$ cat src/rtl/acc_alu_pkg.sv
`timescale 1ns/1ps
package acc_alu_pkg;

   typedef enum logic [4:0] {
      OP_ADD_LIT  = 5'd0,
      OP_ADD_FILE = 5'd1,
      OP_SUB_LIT  = 5'd2,
      OP_SUB_FILE = 5'd3,
      OP_AND_LIT  = 5'd4,
      OP_AND_FILE = 5'd5,
      OP_OR_LIT   = 5'd6,
      OP_OR_FILE  = 5'd7,
      OP_XOR_LIT  = 5'd8,
      OP_XOR_FILE = 5'd9,
      OP_COMP     = 5'd10,
      OP_INC      = 5'd11,
      OP_DEC      = 5'd12,
      OP_INC_SKZ  = 5'd13,
      OP_DEC_SKZ  = 5'd14,
      OP_MOV_FILE = 5'd15,
      OP_MOV_LIT  = 5'd16,
      OP_MOV_W2F  = 5'd17,
      OP_CLR_FILE = 5'd18,
      OP_CLR_W    = 5'd19,
      OP_ROT_L    = 5'd20,
      OP_ROT_R    = 5'd21,
      OP_SWAP     = 5'd22,
      OP_BIT_SET  = 5'd23,
      OP_BIT_CLR  = 5'd24,
      OP_TEST_SET = 5'd25,
      OP_TEST_CLR = 5'd26,
      OP_NOP      = 5'd27
   } op_e;

   // Bit 0 = carry, bit 1 = half carry, bit 2 = zero.
   typedef struct packed {
      logic z;
      logic dc;
      logic c;
   } status_t;

   typedef enum logic [1:0] {
      TGT_NONE = 2'd0,
      TGT_W    = 2'd1,
      TGT_FILE = 2'd2,
      TGT_DEST = 2'd3
   } target_e;

   function automatic logic takes_literal(input op_e op);
      return op inside {OP_ADD_LIT, OP_SUB_LIT, OP_AND_LIT, OP_OR_LIT,
                        OP_XOR_LIT, OP_MOV_LIT};
   endfunction

   function automatic target_e target_of(input op_e op);
      case (op)
         OP_ADD_LIT, OP_SUB_LIT, OP_AND_LIT, OP_OR_LIT, OP_XOR_LIT,
         OP_MOV_LIT, OP_CLR_W:                      return TGT_W;
         OP_MOV_W2F, OP_CLR_FILE, OP_BIT_SET,
         OP_BIT_CLR:                                return TGT_FILE;
         OP_ADD_FILE, OP_SUB_FILE, OP_AND_FILE, OP_OR_FILE, OP_XOR_FILE,
         OP_COMP, OP_INC, OP_DEC, OP_INC_SKZ, OP_DEC_SKZ, OP_MOV_FILE,
         OP_ROT_L, OP_ROT_R, OP_SWAP:               return TGT_DEST;
         default:                                   return TGT_NONE;
      endcase
   endfunction

endpackage

$ cat src/rtl/acc_alu_arith.sv
`timescale 1ns/1ps
// Shared adder: operand + W, or operand + ~W + 1 for subtraction.
module acc_alu_arith #(
   parameter int WIDTH = 8
) (
   input  logic [WIDTH-1:0] opnd,
   input  logic [WIDTH-1:0] acc,
   input  logic             sub,
   output logic [WIDTH-1:0] sum,
   output logic             carry,
   output logic             half_carry
);
   localparam int HALF = WIDTH / 2;

   logic [WIDTH-1:0] addend;
   logic [WIDTH:0]   full;
   logic [HALF:0]    low;

   always_comb begin
      addend     = sub ? ~acc : acc;
      full       = {1'b0, opnd} + {1'b0, addend} + {{WIDTH{1'b0}}, sub};
      low        = {1'b0, opnd[HALF-1:0]} + {1'b0, addend[HALF-1:0]}
                 + {{HALF{1'b0}}, sub};
      sum        = full[WIDTH-1:0];
      carry      = full[WIDTH];
      half_carry = low[HALF];
   end
endmodule

$ cat src/rtl/acc_alu_unary.sv
`timescale 1ns/1ps
// Logic, step, rotate, swap and bit-field operations.
module acc_alu_unary
   import acc_alu_pkg::*;
#(
   parameter int WIDTH = 8,
   parameter int BIT_W = 3
) (
   input  op_e              op,
   input  logic [WIDTH-1:0] opnd,
   input  logic [WIDTH-1:0] acc,
   input  logic [BIT_W-1:0] bit_sel,
   input  logic             c_in,
   output logic [WIDTH-1:0] res,
   output logic             c_out,
   output logic             bit_val
);
   localparam int HALF = WIDTH / 2;

   logic [WIDTH-1:0] mask;

   for (genvar i = 0; i < WIDTH; i++) begin : g_mask
      assign mask[i] = (bit_sel == BIT_W'(i));
   end

   assign bit_val = |(opnd & mask);

   always_comb begin
      c_out = c_in;
      case (op)
         OP_AND_LIT, OP_AND_FILE: res = acc & opnd;
         OP_OR_LIT,  OP_OR_FILE:  res = acc | opnd;
         OP_XOR_LIT, OP_XOR_FILE: res = acc ^ opnd;
         OP_COMP:                 res = ~opnd;
         OP_INC, OP_INC_SKZ:      res = opnd + WIDTH'(1);
         OP_DEC, OP_DEC_SKZ:      res = opnd - WIDTH'(1);
         OP_MOV_W2F:              res = acc;
         OP_CLR_FILE, OP_CLR_W:   res = '0;
         OP_ROT_L: begin
            res   = {opnd[WIDTH-2:0], c_in};
            c_out = opnd[WIDTH-1];
         end
         OP_ROT_R: begin
            res   = {c_in, opnd[WIDTH-1:1]};
            c_out = opnd[0];
         end
         OP_SWAP:                 res = {opnd[HALF-1:0], opnd[WIDTH-1:HALF]};
         OP_BIT_SET:              res = opnd | mask;
         OP_BIT_CLR:              res = opnd & ~mask;
         default:                 res = opnd;
      endcase
   end
endmodule

$ cat src/rtl/acc_alu_route.sv
`timescale 1ns/1ps
// Result pick, write target, flag update mask and skip decision.
module acc_alu_route
   import acc_alu_pkg::*;
#(
   parameter int WIDTH = 8
) (
   input  op_e              op,
   input  logic             dest,
   input  logic [WIDTH-1:0] arith_sum,
   input  logic             arith_c,
   input  logic             arith_dc,
   input  logic [WIDTH-1:0] unary_res,
   input  logic             unary_c,
   input  logic             bit_val,
   input  status_t          fl_in,
   output logic [WIDTH-1:0] res,
   output logic             wr_w,
   output logic             wr_f,
   output status_t          fl_out,
   output logic             skip
);
   logic    upd_c, upd_dc, upd_z, new_c, new_dc, is_zero;
   target_e tgt;

   always_comb begin
      upd_c  = 1'b0;
      upd_dc = 1'b0;
      upd_z  = 1'b0;
      new_c  = unary_c;
      new_dc = fl_in.dc;
      skip   = 1'b0;
      res    = unary_res;
      case (op)
         OP_ADD_LIT, OP_ADD_FILE, OP_SUB_LIT, OP_SUB_FILE: begin
            res    = arith_sum;
            new_c  = arith_c;
            new_dc = arith_dc;
            upd_c  = 1'b1;
            upd_dc = 1'b1;
            upd_z  = 1'b1;
         end
         OP_AND_LIT, OP_AND_FILE, OP_OR_LIT, OP_OR_FILE, OP_XOR_LIT,
         OP_XOR_FILE, OP_COMP, OP_INC, OP_DEC, OP_MOV_FILE,
         OP_CLR_FILE, OP_CLR_W:  upd_z = 1'b1;
         OP_ROT_L, OP_ROT_R:     upd_c = 1'b1;
         OP_INC_SKZ, OP_DEC_SKZ: skip  = (unary_res == '0);
         OP_TEST_SET:            skip  = bit_val;
         OP_TEST_CLR:            skip  = ~bit_val;
         default: ;
      endcase

      is_zero   = (res == '0);
      fl_out.c  = upd_c  ? new_c   : fl_in.c;
      fl_out.dc = upd_dc ? new_dc  : fl_in.dc;
      fl_out.z  = upd_z  ? is_zero : fl_in.z;

      tgt  = target_of(op);
      wr_w = (tgt == TGT_W)    || ((tgt == TGT_DEST) && !dest);
      wr_f = (tgt == TGT_FILE) || ((tgt == TGT_DEST) &&  dest);
   end
endmodule

$ cat src/rtl/acc_alu.sv
`timescale 1ns/1ps
module acc_alu
   import acc_alu_pkg::*;
#(
   parameter int WIDTH   = 8,
   parameter int BIT_W   = 3,
   parameter bit REG_OUT = 1'b1
) (
   input  logic             clk,
   input  logic             rst_n,
   input  logic [4:0]       op_i,
   input  logic             dest_i,
   input  logic [BIT_W-1:0] bit_sel_i,
   input  logic [WIDTH-1:0] w_i,
   input  logic [WIDTH-1:0] file_i,
   input  logic [WIDTH-1:0] lit_i,
   input  logic [2:0]       flags_i,
   output logic [WIDTH-1:0] result_o,
   output logic             wr_w_o,
   output logic             wr_f_o,
   output logic [2:0]       flags_o,
   output logic             skip_o
);
   localparam int HALF = WIDTH / 2;

   if (WIDTH < 4 || (WIDTH % 2) != 0) begin : g_bad_width
      $error("acc_alu: WIDTH must be even and at least 4");
   end
   if (BIT_W != $clog2(WIDTH)) begin : g_bad_bitw
      $error("acc_alu: BIT_W must equal clog2(WIDTH)");
   end
   if (HALF * 2 != WIDTH) begin : g_bad_half
      $error("acc_alu: nibble split needs an even width");
   end

   op_e              op;
   status_t          fl_in, fl_nx;
   logic [WIDTH-1:0] opnd, a_sum, u_res, r_nx;
   logic             a_c, a_dc, u_c, b_val, ww_nx, wf_nx, sk_nx, is_sub;

   assign op     = op_e'(op_i);
   assign fl_in  = flags_i;
   assign opnd   = takes_literal(op) ? lit_i : file_i;
   assign is_sub = (op == OP_SUB_LIT) || (op == OP_SUB_FILE);

   acc_alu_arith #(.WIDTH(WIDTH)) u_arith (
      .opnd       (opnd),
      .acc        (w_i),
      .sub        (is_sub),
      .sum        (a_sum),
      .carry      (a_c),
      .half_carry (a_dc)
   );

   acc_alu_unary #(.WIDTH(WIDTH), .BIT_W(BIT_W)) u_unary (
      .op      (op),
      .opnd    (opnd),
      .acc     (w_i),
      .bit_sel (bit_sel_i),
      .c_in    (fl_in.c),
      .res     (u_res),
      .c_out   (u_c),
      .bit_val (b_val)
   );

   acc_alu_route #(.WIDTH(WIDTH)) u_route (
      .op        (op),
      .dest      (dest_i),
      .arith_sum (a_sum),
      .arith_c   (a_c),
      .arith_dc  (a_dc),
      .unary_res (u_res),
      .unary_c   (u_c),
      .bit_val   (b_val),
      .fl_in     (fl_in),
      .res       (r_nx),
      .wr_w      (ww_nx),
      .wr_f      (wf_nx),
      .fl_out    (fl_nx),
      .skip      (sk_nx)
   );

   if (REG_OUT) begin : g_reg
      always_ff @(posedge clk) begin
         if (!rst_n) begin
            result_o <= '0;
            wr_w_o   <= 1'b0;
            wr_f_o   <= 1'b0;
            flags_o  <= '0;
            skip_o   <= 1'b0;
         end else begin
            result_o <= r_nx;
            wr_w_o   <= ww_nx;
            wr_f_o   <= wf_nx;
            flags_o  <= fl_nx;
            skip_o   <= sk_nx;
         end
      end
   end else begin : g_comb
      assign result_o = r_nx;
      assign wr_w_o   = ww_nx;
      assign wr_f_o   = wf_nx;
      assign flags_o  = fl_nx;
      assign skip_o   = sk_nx;
   end
endmodule

$ cat config.mk
export PLATFORM = sky130hd
export DESIGN_NAME = acc_alu
export DESIGN_NICKNAME = d
export VERILOG_FILES = /design/src/rtl/acc_alu_pkg.sv /design/src/rtl/acc_alu_arith.sv /design/src/rtl/acc_alu_unary.sv /design/src/rtl/acc_alu_route.sv /design/src/rtl/acc_alu.sv
export SDC_FILE = /design/constraint.sdc
export NUM_CORES = 1
export LEC_CHECK = 0
export BUFFER_PORTS_ARGS = -buffer_cell sky130_fd_sc_hd__buf_2
export CAP_MARGIN = 10
export CORE_MARGIN = 1
export CORE_UTILIZATION = 50
export CTS_CLUSTER_DIAMETER = 100
export CTS_CLUSTER_SIZE = 10
export DETAILED_ROUTE_END_ITERATION = 8
export PLACE_DENSITY = 0.73
export SYNTH_ARGS = -nofsm -noshare
export SYNTH_HDL_FRONTEND = slang
export SYNTH_HIERARCHICAL = 1
export SYNTH_SLANG_ARGS = --single-unit
$ cat constraint.sdc
create_clock -name clk -period 9.75 [get_ports clk]
set_input_delay 0.4875 -clock clk [delete_from_list [all_inputs] [get_ports clk]]
set_output_delay 0.4875 -clock clk [all_outputs]
set_load 0.05 [all_outputs]
==> flow_metrics.tcl, run 1 <==
set metrics [dict create \
    outcome "finished with violations" \
    violations "design-rule violations" \
    clockRootBuffer "clkbuf_8" \
    rsz0062_at_grt "no" \
    p_comb_frac 0.622 \
    fin_nets 455 \
    vias 3004 \
    min_period_ns 4.33 \
    p_int_mw 0.157 \
    synth_xor_xnor_area_share 0.0586 \
    grt.total_usage 0.286 \
    max-cap-violations 0 \
    initial_core_util 0.519 \
    first_pass_iters 9 \
    seqPwrFrac 0.223 \
    holdBufCountCts 0 \
    grt_max_degree 30 \
    ys_seq_area_frac 0.0987 \
    synth_cells 363 \
    portBuffers 51 \
    n_fill_cell 539 \
    drive_above_1_share 0.226 \
    synth_area_um2 2840 \
    hp-class "in2reg" \
    final_area_um2 3080 \
    synth_flop_cell "dfxtp_1" \
    die_width_um 77.4 \
    synth_top_family_by_area "simple AND/OR/NAND/NOR gates" \
    async_flop_share 0 \
    fin_crit_sh 0.444 \
    synth_cell_type_count 78 \
    viasPerCell 6.45 \
    cts_max_path_buffers 2 \
    post-route-util 0.562 \
    critPathLaunchType "input pin" \
    htreeDepth 1 \
    drc 2 \
    p_sw_mw 0.130 \
    grt_pass1_vias 2813 \
    num_rows 27 \
    drt_iter0_markers 327 \
    grt_pass1_wl_mm 13.7 \
    finalMaxSlewViolations 0 \
    ios 52 \
    synth_fa_ha_area_frac 0.0978 \
    cp.arrival_ns 4.52 \
    antenna_found_initial 0 \
    worst-path-max-fanout 29 \
    cts.sinks 14 \
    dp_hpwl_mm 6.37 \
    gp_congestion 0.957 \
    hold_depth 3 \
    ant_nets 0 \
    drt_wl_total_mm 8.41 \
    crit_type "in2reg" \
    finalSetupViolCount 0 \
    dieHeight_um 77.4 \
    cts_inserted_buffers 3 \
    avgSynthCellArea_um2 7.82 \
    fmax_mhz 231 \
    p_per_area_nw_per_um2 93.3 \
    worstMarginPinSlew_ns 1.16 \
    yosys.area_share.simple 0.267 \
    cts_setup_buffers 0 \
    yosysMostFrequentCell "nand2_1" \
    preCtsSetupSlack_ns 5.19 \
    avgRoutedWirePerCell_um 18.0 \
    synth.area.top_cells "dfxtp_1 9.9%, ha_1 8.4%, mux2_1 5.2%" \
    hold_viol_final 0 \
    synth_common_cells "29 x nand2_1, 28 x nor2_1, 19 x ha_1" \
    synth_area_leader_cell "dfxtp_1" \
    ir_worst_vdd_mv 0.0735 \
    cp_data_required_time_ns 9.93 \
    syn_nets 422 \
    synth_edf_count 0 \
    placed_cell_area_um2 3040 \
    die_area_um2 5980 \
    area_growth_pct 8.42 \
    muxShareOfSynthArea 0.143 \
    synth_compound_area_frac 0.264 \
    max_slew_margin 0.222 \
    diodes 0 \
    clkTransAtPathRegs_ns 0.05 \
    p_total_mw 0.287 \
    switching_share 0.454 \
    finalWorstSetupSlack_ns 5.42 \
    core-area_um2 5470 \
    synth_top_area_share 0.0987 \
    clkPwrFrac 0.155 \
    ys_warn_count 6 \
    synth-seq-cells 14 \
    worstSetupEndpointType "register" \
    grt-ovfl-total 0 \
    cts_tree "done" \
    cts_resized 0 \
    p_leak_nw 1.33 \
    setup_tns_ns 0 \
]
per-layer routing:
| layer | global-route usage | routed length, um | vias to the layer above |
|---|---|---|---|
| li1 | - | - | 1407 |
| met1 | 0.398 | 3720 | 1408 |
| met2 | 0.445 | 3700 | 165 |
| met3 | 0.0471 | 777 | 24 |
| met4 | 0.0943 | 215 | 0 |
| met5 | 0 | 0 | - |
layout make-up:
class	instances	area (um^2)	share of cell area
multi-input cells	313	2360	0.767
well taps	72	90.1	0.0293
flip-flops and latches	14	280	0.0911
repair buffers	51	255	0.0829
inverters	13	48.8	0.0159
clock buffers	3	41.3	0.0134
cells by family after synthesis:
group	after synthesis
buffers and inverters	36
adder cells (fa/ha/maj)	21
XOR/XNOR	19
flip-flops	14
multiplexers	37
AO/OA/AOI/OAI	102
AND/OR/NAND/NOR	134
cell usage in the layout, fill, tap and decap left out, types with 3 or more instances in the layout:
| master | netlist | routed |
|---|---|---|
| a21oi_1 | 17 | 17 |
| nor2b_1 | 5 | 5 |
| nor3b_1 | 4 | 4 |
| nand2_1 | 29 | 29 |
| inv_1 | 12 | 12 |
| clkbuf_8 | 0 | 3 |
| o21ai_0 | 17 | 17 |
| a21o_1 | 4 | 4 |
| o211ai_1 | 7 | 7 |
| a221oi_1 | 4 | 4 |
| nor4b_2 | 2 | 3 |
| nor4_1 | 5 | 5 |
| or3_1 | 3 | 3 |
| xnor2_1 | 4 | 4 |
| dfxtp_1 | 14 | 14 |
| nor3_1 | 9 | 9 |
| o31ai_1 | 3 | 3 |
| o21a_1 | 7 | 7 |
| o22ai_1 | 5 | 5 |
| nand3b_1 | 4 | 4 |
| a31oi_1 | 4 | 4 |
| mux2i_1 | 11 | 11 |
| nor2_1 | 28 | 28 |
| mux2_1 | 13 | 13 |
| buf_2 | 6 | 51 |
| xor2_1 | 15 | 15 |
| ha_1 | 19 | 19 |
| mux2_2 | 12 | 12 |
| nand2b_1 | 6 | 6 |
| and2_1 | 16 | 16 |
| o221ai_1 | 3 | 3 |
power by group through the flow:
stage / logic, mW / clock network (mW) / registers [mW]
2_1_floorplan: 0.112 / 0 / 0.0856
3_3_place_gp: 0.173 / 0 / 0.0651
3_5_place_dp: 0.174 / 0 / 0.0654
4_1_cts: 0.175 / 0.0459 / 0.0642
5_1_grt: 0.193 / 0.0490 / 0.0645
6_report: 0.179 / 0.0444 / 0.0642
stage by stage:
step,hold WS [ns],cells
4_1_cts,0.574,466
3_5_place_dp,0.822,463
6_report,0.575,466
2_1_floorplan,0.609,363
3_3_place_gp,0.812,463
5_1_grt,0.574,466
worst max-delay path, cell delays in order:
cell and delay [ns]:
buf_2 0.43, o21ai_1 0.17, a21oi_2 0.43, mux2_2 0.51
fa_1 0.48, xor2_1 0.18, a221o_1 0.32, a2111oi_1 0.40
nor2_1 0.14, nor4_1 0.33, nand2_1 0.14, nor4_1 0.25
o21a_1 0.13, and2_1 0.11
worst paths after layout:
check / from / endpoint
setup / recovery: op_i[3] / skip_o
hold / removal: flags_i[1] / flags_o[1]
flip-flops by register name (all words and copies together) (netlist names):
register	cells
flags_o	3
wr_f_o	1
result_o	8
skip_o	1
wr_w_o	1
No activity file was read; power rests on OpenSTA's default activity.
==> run 2, diff against run 1 <==
- clock period: 9.75 -> 4.55 ns (I/O delays scaled with it)
==> run 2 against run 1 <==
  * The run still ends with design-rule violations left
  * Critical path depth is 2 higher
  * Combinational power grew 110%
  * Design area rose by 1.9%
  * Critical path type unchanged
  * Critical endpoint unchanged
==> flow_metrics.tcl, run 2 (synthesis results as in run 1) <==
set metrics [dict create \
    outcome "finished with violations" \
    violations "design-rule violations" \
    cp.arrival_ns 4.27 \
    preCtsSetupSlack_ns 0.318 \
    drc 2 \
    layout_common_cells "51 x buf_2, 29 x nand2_1, 28 x nor2_1, 19 x ha_1" \
    die_width_um 77.4 \
    holdBufCountCts 0 \
    regMostFlops "result_o" \
    n_fill_cell 536 \
    finalWorstSetupSlack_ns 0.479 \
    ant_nets 0 \
    avgRoutedWirePerCell_um 17.8 \
    grt.total_usage 0.287 \
    hp-class "in2reg" \
    ir_worst_vdd_mv 0.149 \
    hold_start "flags_i[1]" \
    clockRootBuffer "clkbuf_8" \
    layout_commonest_cell "buf_2" \
    placed_cells 469 \
    initial_core_util 0.519 \
    max_slew_margin 0.459 \
    ios 52 \
    htreeDepth 1 \
    worstSetupEndpointType "register" \
    hold_path_end "flags_o[1]" \
    drt_iter0_markers 337 \
    finalSetupViolCount 0 \
    dp_hpwl_mm 6.40 \
    num_rows 27 \
    grt-ovfl-total 0 \
    viasPerCell 6.29 \
    cpMaxStageDelayCell "mux2_2" \
    hold_depth 3 \
    finalMaxSlewViolations 0 \
    vias 2977 \
    critPathLaunchType "input pin" \
    switching_share 0.445 \
    placed_cell_area_um2 3080 \
    fin_cells 473 \
    fin_crit_sh 0.895 \
    p_comb_frac 0.597 \
    diodes 0 \
    p_leak_nw 1.37 \
    clkPwrFrac 0.190 \
    cts_setup_buffers 0 \
    worstMarginPinSlew_ns 0.811 \
    max-cap-violations 0 \
    grt_pass1_wl_mm 13.8 \
    p_total_mw 0.644 \
    crit_chain "buf_2 > o21ai_1 > a21oi_2 > mux2_2 > ha_1 > a211oi_1 > o211ai_1 > o211ai_1 > xor2_1 > a21o_1 > a211o_1 > nor4_1 > nand2_1 > nor4_1 > o21a_1 > and2_1" \
    min_period_ns 4.07 \
    grt_max_degree 27 \
    first_pass_iters 9 \
    final_area_um2 3140 \
    largest_register_ffs 8 \
    drt_wl_total_mm 8.40 \
    p_sw_mw 0.287 \
    antenna_found_initial 0 \
    cts_tree "done" \
    core-area_um2 5470 \
    clkTransAtPathRegs_ns 0.06 \
    top_regs "result_o: 8 flops, flags_o: 3 flops" \
    cp_data_required_time_ns 4.74 \
    drive_above_1_share 0.239 \
    post-route-util 0.573 \
    cts_resized 0 \
    fin_hold_ws_ns 0.295 \
    fmax_mhz 246 \
    p_per_area_nw_per_um2 205 \
    setup_tns_ns 0 \
    gp_congestion 0.908 \
    crit_type "in2reg" \
    seqPwrFrac 0.213 \
    fin_nets 461 \
    max_stage_delay_ns 0.53 \
    cts_inserted_buffers 3 \
    grt_pass1_vias 2738 \
    cts_max_path_buffers 2 \
    rsz0062_at_grt "no" \
    die_area_um2 5980 \
    portBuffers 51 \
    worst-path-max-fanout 26 \
    cts.sinks 14 \
    hold_viol_final 0 \
    dieHeight_um 77.4 \
    p_int_mw 0.357 \
    area_growth_pct 10.5 \
]
-- run 2: changes by cell type in the layout (fill, tap and decap cells not counted), sizes merged --
cell    change
clkbuf      +1
buf         +6
-- run 2: how the worst max path moves through the flow --
stage	cells past startpoint	from	endpoint	slack (ns)
floorplan	13	op_i[2]	skip_o	1.31
global placement	16	op_i[2]	skip_o	0.46
detailed placement	16	op_i[2]	skip_o	0.32
CTS	16	op_i[2]	skip_o	0.56
global route	16	op_i[2]	skip_o	0.19
finish	16	op_i[2]	skip_o	0.48
-- run 2: area by class of cell --
class                   count  area (um^2)  area share
well taps                  72         90.1      0.0287
multi-input cells         313         2360       0.753
flip-flops and latches     14          280      0.0893
clock buffers               4         55.1      0.0176
repair buffers             57          300      0.0957
inverters                  13         48.8      0.0156
-- run 2: power by group through the flow --
stage	Combinational, mW	Sequential (mW)	Clock, mW
finish	0.384	0.137	0.122
global route	0.417	0.138	0.129
CTS	0.378	0.137	0.124
detailed placement	0.376	0.140	0
global placement	0.373	0.140	0
floorplan	0.239	0.183	0
-- run 2: worst max-delay path: cells and delay by family --
family                   cells  cell delay, ns
multiplexers                 1            0.53
adder cells (fa/ha/maj)      1            0.33
buffers and inverters        1            0.39
XOR/XNOR                     1            0.14
AO/OA/AOI/OAI                8            1.92
AND/OR/NAND/NOR              4            0.71
-- run 2: routing by layer --
metal,global-route usage,vias to the layer above,routed length [um]
li1,-,1422,-
met1,0.406,1407,3760
met2,0.463,134,3850
met3,0.0388,14,665
met4,0.0547,0,132
met5,0,-,0
==> run 3, diff against run 2 <==
- CORE_UTILIZATION: 50 -> 58
- PLACE_DENSITY: 0.73 -> 0.83
==> run 3 against run 2 <==
  * The flow now finishes without violations
  * First-iteration DRC count grew 6.5%
  * Wire length grew 2.0%
  * Sequential power is essentially flat
  * Fmax shrank 0.26%
  * Largest power group unchanged
  * Utilization grew 8.7 points
  * Die area shrank 13%
  * Critical endpoint unchanged
  * Non-clock buffer count is the same
  * Flip-flop and latch count is the same
==> flow_metrics.tcl, run 3 (synthesis results as in run 1) <==
set metrics [dict create \
    outcome "finished clean" \
    num_rows 25 \
    fin_hold_ws_ns 0.306 \
    die_width_um 72.0 \
    register_area_um2 280 \
    fin_cells 467 \
    grt_util_met3 0.0333 \
    clkTransAtPathRegs_ns 0.06 \
    finalMaxSlewViolations 0 \
    worst-path-max-fanout 26 \
    avgRoutedWirePerCell_um 18.4 \
    die_area_um2 5180 \
    fin_nets 461 \
    finalWorstSetupSlack_ns 0.468 \
    grt_pass1_vias 2848 \
    grt_max_degree 27 \
    dp_hpwl_mm 6.49 \
    cts_tree "done" \
    use_met2 0.550 \
    cp.arrival_ns 4.27 \
    max-cap-violations 0 \
    top_regs "result_o: 8 flops, flags_o: 3 flops" \
    initial_core_util 0.601 \
    drive_above_1_share 0.238 \
    placed_cells 464 \
    hold_viol_final 0 \
    layout_common_cells "51 x buf_2, 29 x nand2_1, 28 x nor2_1, 19 x ha_1" \
    htreeDepth 1 \
    crit_type "in2reg" \
    placed_cell_area_um2 3080 \
    cts_resized 0 \
    ios 52 \
    core-area_um2 4720 \
    dieHeight_um 72.0 \
    cts_max_path_buffers 2 \
    holdBufCountCts 0 \
    grt_pass1_wl_mm 13.8 \
    drt_wl_total_mm 8.57 \
    portBuffers 51 \
    critPathLaunchType "input pin" \
    min_period_ns 4.08 \
    post-route-util 0.660 \
    p_per_area_nw_per_um2 199 \
    diodes 0 \
    vias 3039 \
    cp_data_required_time_ns 4.73 \
    antenna_found_initial 0 \
    layout_commonest_cell "buf_2" \
    n_fill_cell 425 \
    fin_crit_sh 0.897 \
    ant_nets 0 \
    area_growth_pct 9.78 \
    clockRootBuffer "clkbuf_8" \
    p_total_mw 0.621 \
    worstSetupEndpointType "register" \
    viasPerCell 6.51 \
    hp-class "in2reg" \
    ir_worst_vdd_mv 0.174 \
    cts_inserted_buffers 3 \
    first_pass_iters 7 \
    regMostFlops "result_o" \
    rsz0062_at_grt "no" \
    grt.total_usage 0.337 \
    grt-ovfl-total 0 \
    preCtsSetupSlack_ns 0.286 \
    multi_input_area_um2 2360 \
    drc 0 \
    drt_iter0_markers 359 \
    setup_tns_ns 0 \
    busiest_layer "met2" \
    worstMarginPinSlew_ns 0.845 \
    max_slew_margin 0.436 \
    p_leak_nw 1.36 \
    cts.sinks 14 \
    met1_usage 0.473 \
    final_area_um2 3120 \
    finalSetupViolCount 0 \
    largest_register_ffs 8 \
    fmax_mhz 245 \
    gp_congestion 0.982 \
    cts_setup_buffers 0 \
]
==> run 3: changes by cell type in the layout (fill, tap and decap cells not counted), sizes merged <==
| cell | delta |
|---|---|
| clkbuf | -1 |
==> run 3: worst paths after layout <==
check | from | end | slack, ns | cells past startpoint
worst max-delay path | op_i[1] | skip_o | 0.47 | 16
worst min-delay path | flags_i[1] | flags_o[1] | 0.31 | 3
==> run 3: worst max-delay path: stages <==
cell and delay [ns]:
buf_2 0.38, o21ai_1 0.13, a21oi_2 0.45, mux2_2 0.54, ha_1 0.34, a211oi_1 0.36, o211ai_1 0.15, o211ai_1 0.15
xor2_1 0.14, a21o_1 0.19, a211o_1 0.29, nor4_1 0.20, nand2_1 0.15, nor4_1 0.28, o21a_1 0.16, and2_1 0.11
==> run 3: layer usage <==
layer	wire, um	vias up	part of all wire
met1	3690	1406	0.43
met3	784	26	0.091
met5	0	-	0
met4	240	0	0.028
met2	3860	183	0.45
li1	-	1424	-
==> run 3: final cells by class <==
cell class              instances  share of cell area
clock buffers                   3              0.0132
flip-flops and latches         14              0.0899
inverters                      13              0.0157
multi-input cells             313               0.758
well taps                      67              0.0269
repair buffers                 57              0.0963
==> run 3: where the power goes <==
part	total [mW]	switching (mW)	internal (mW)
clock network	0.0976	0.0392	0.0583
logic	0.386	0.241	0.146
registers	0.138	0.00268	0.135
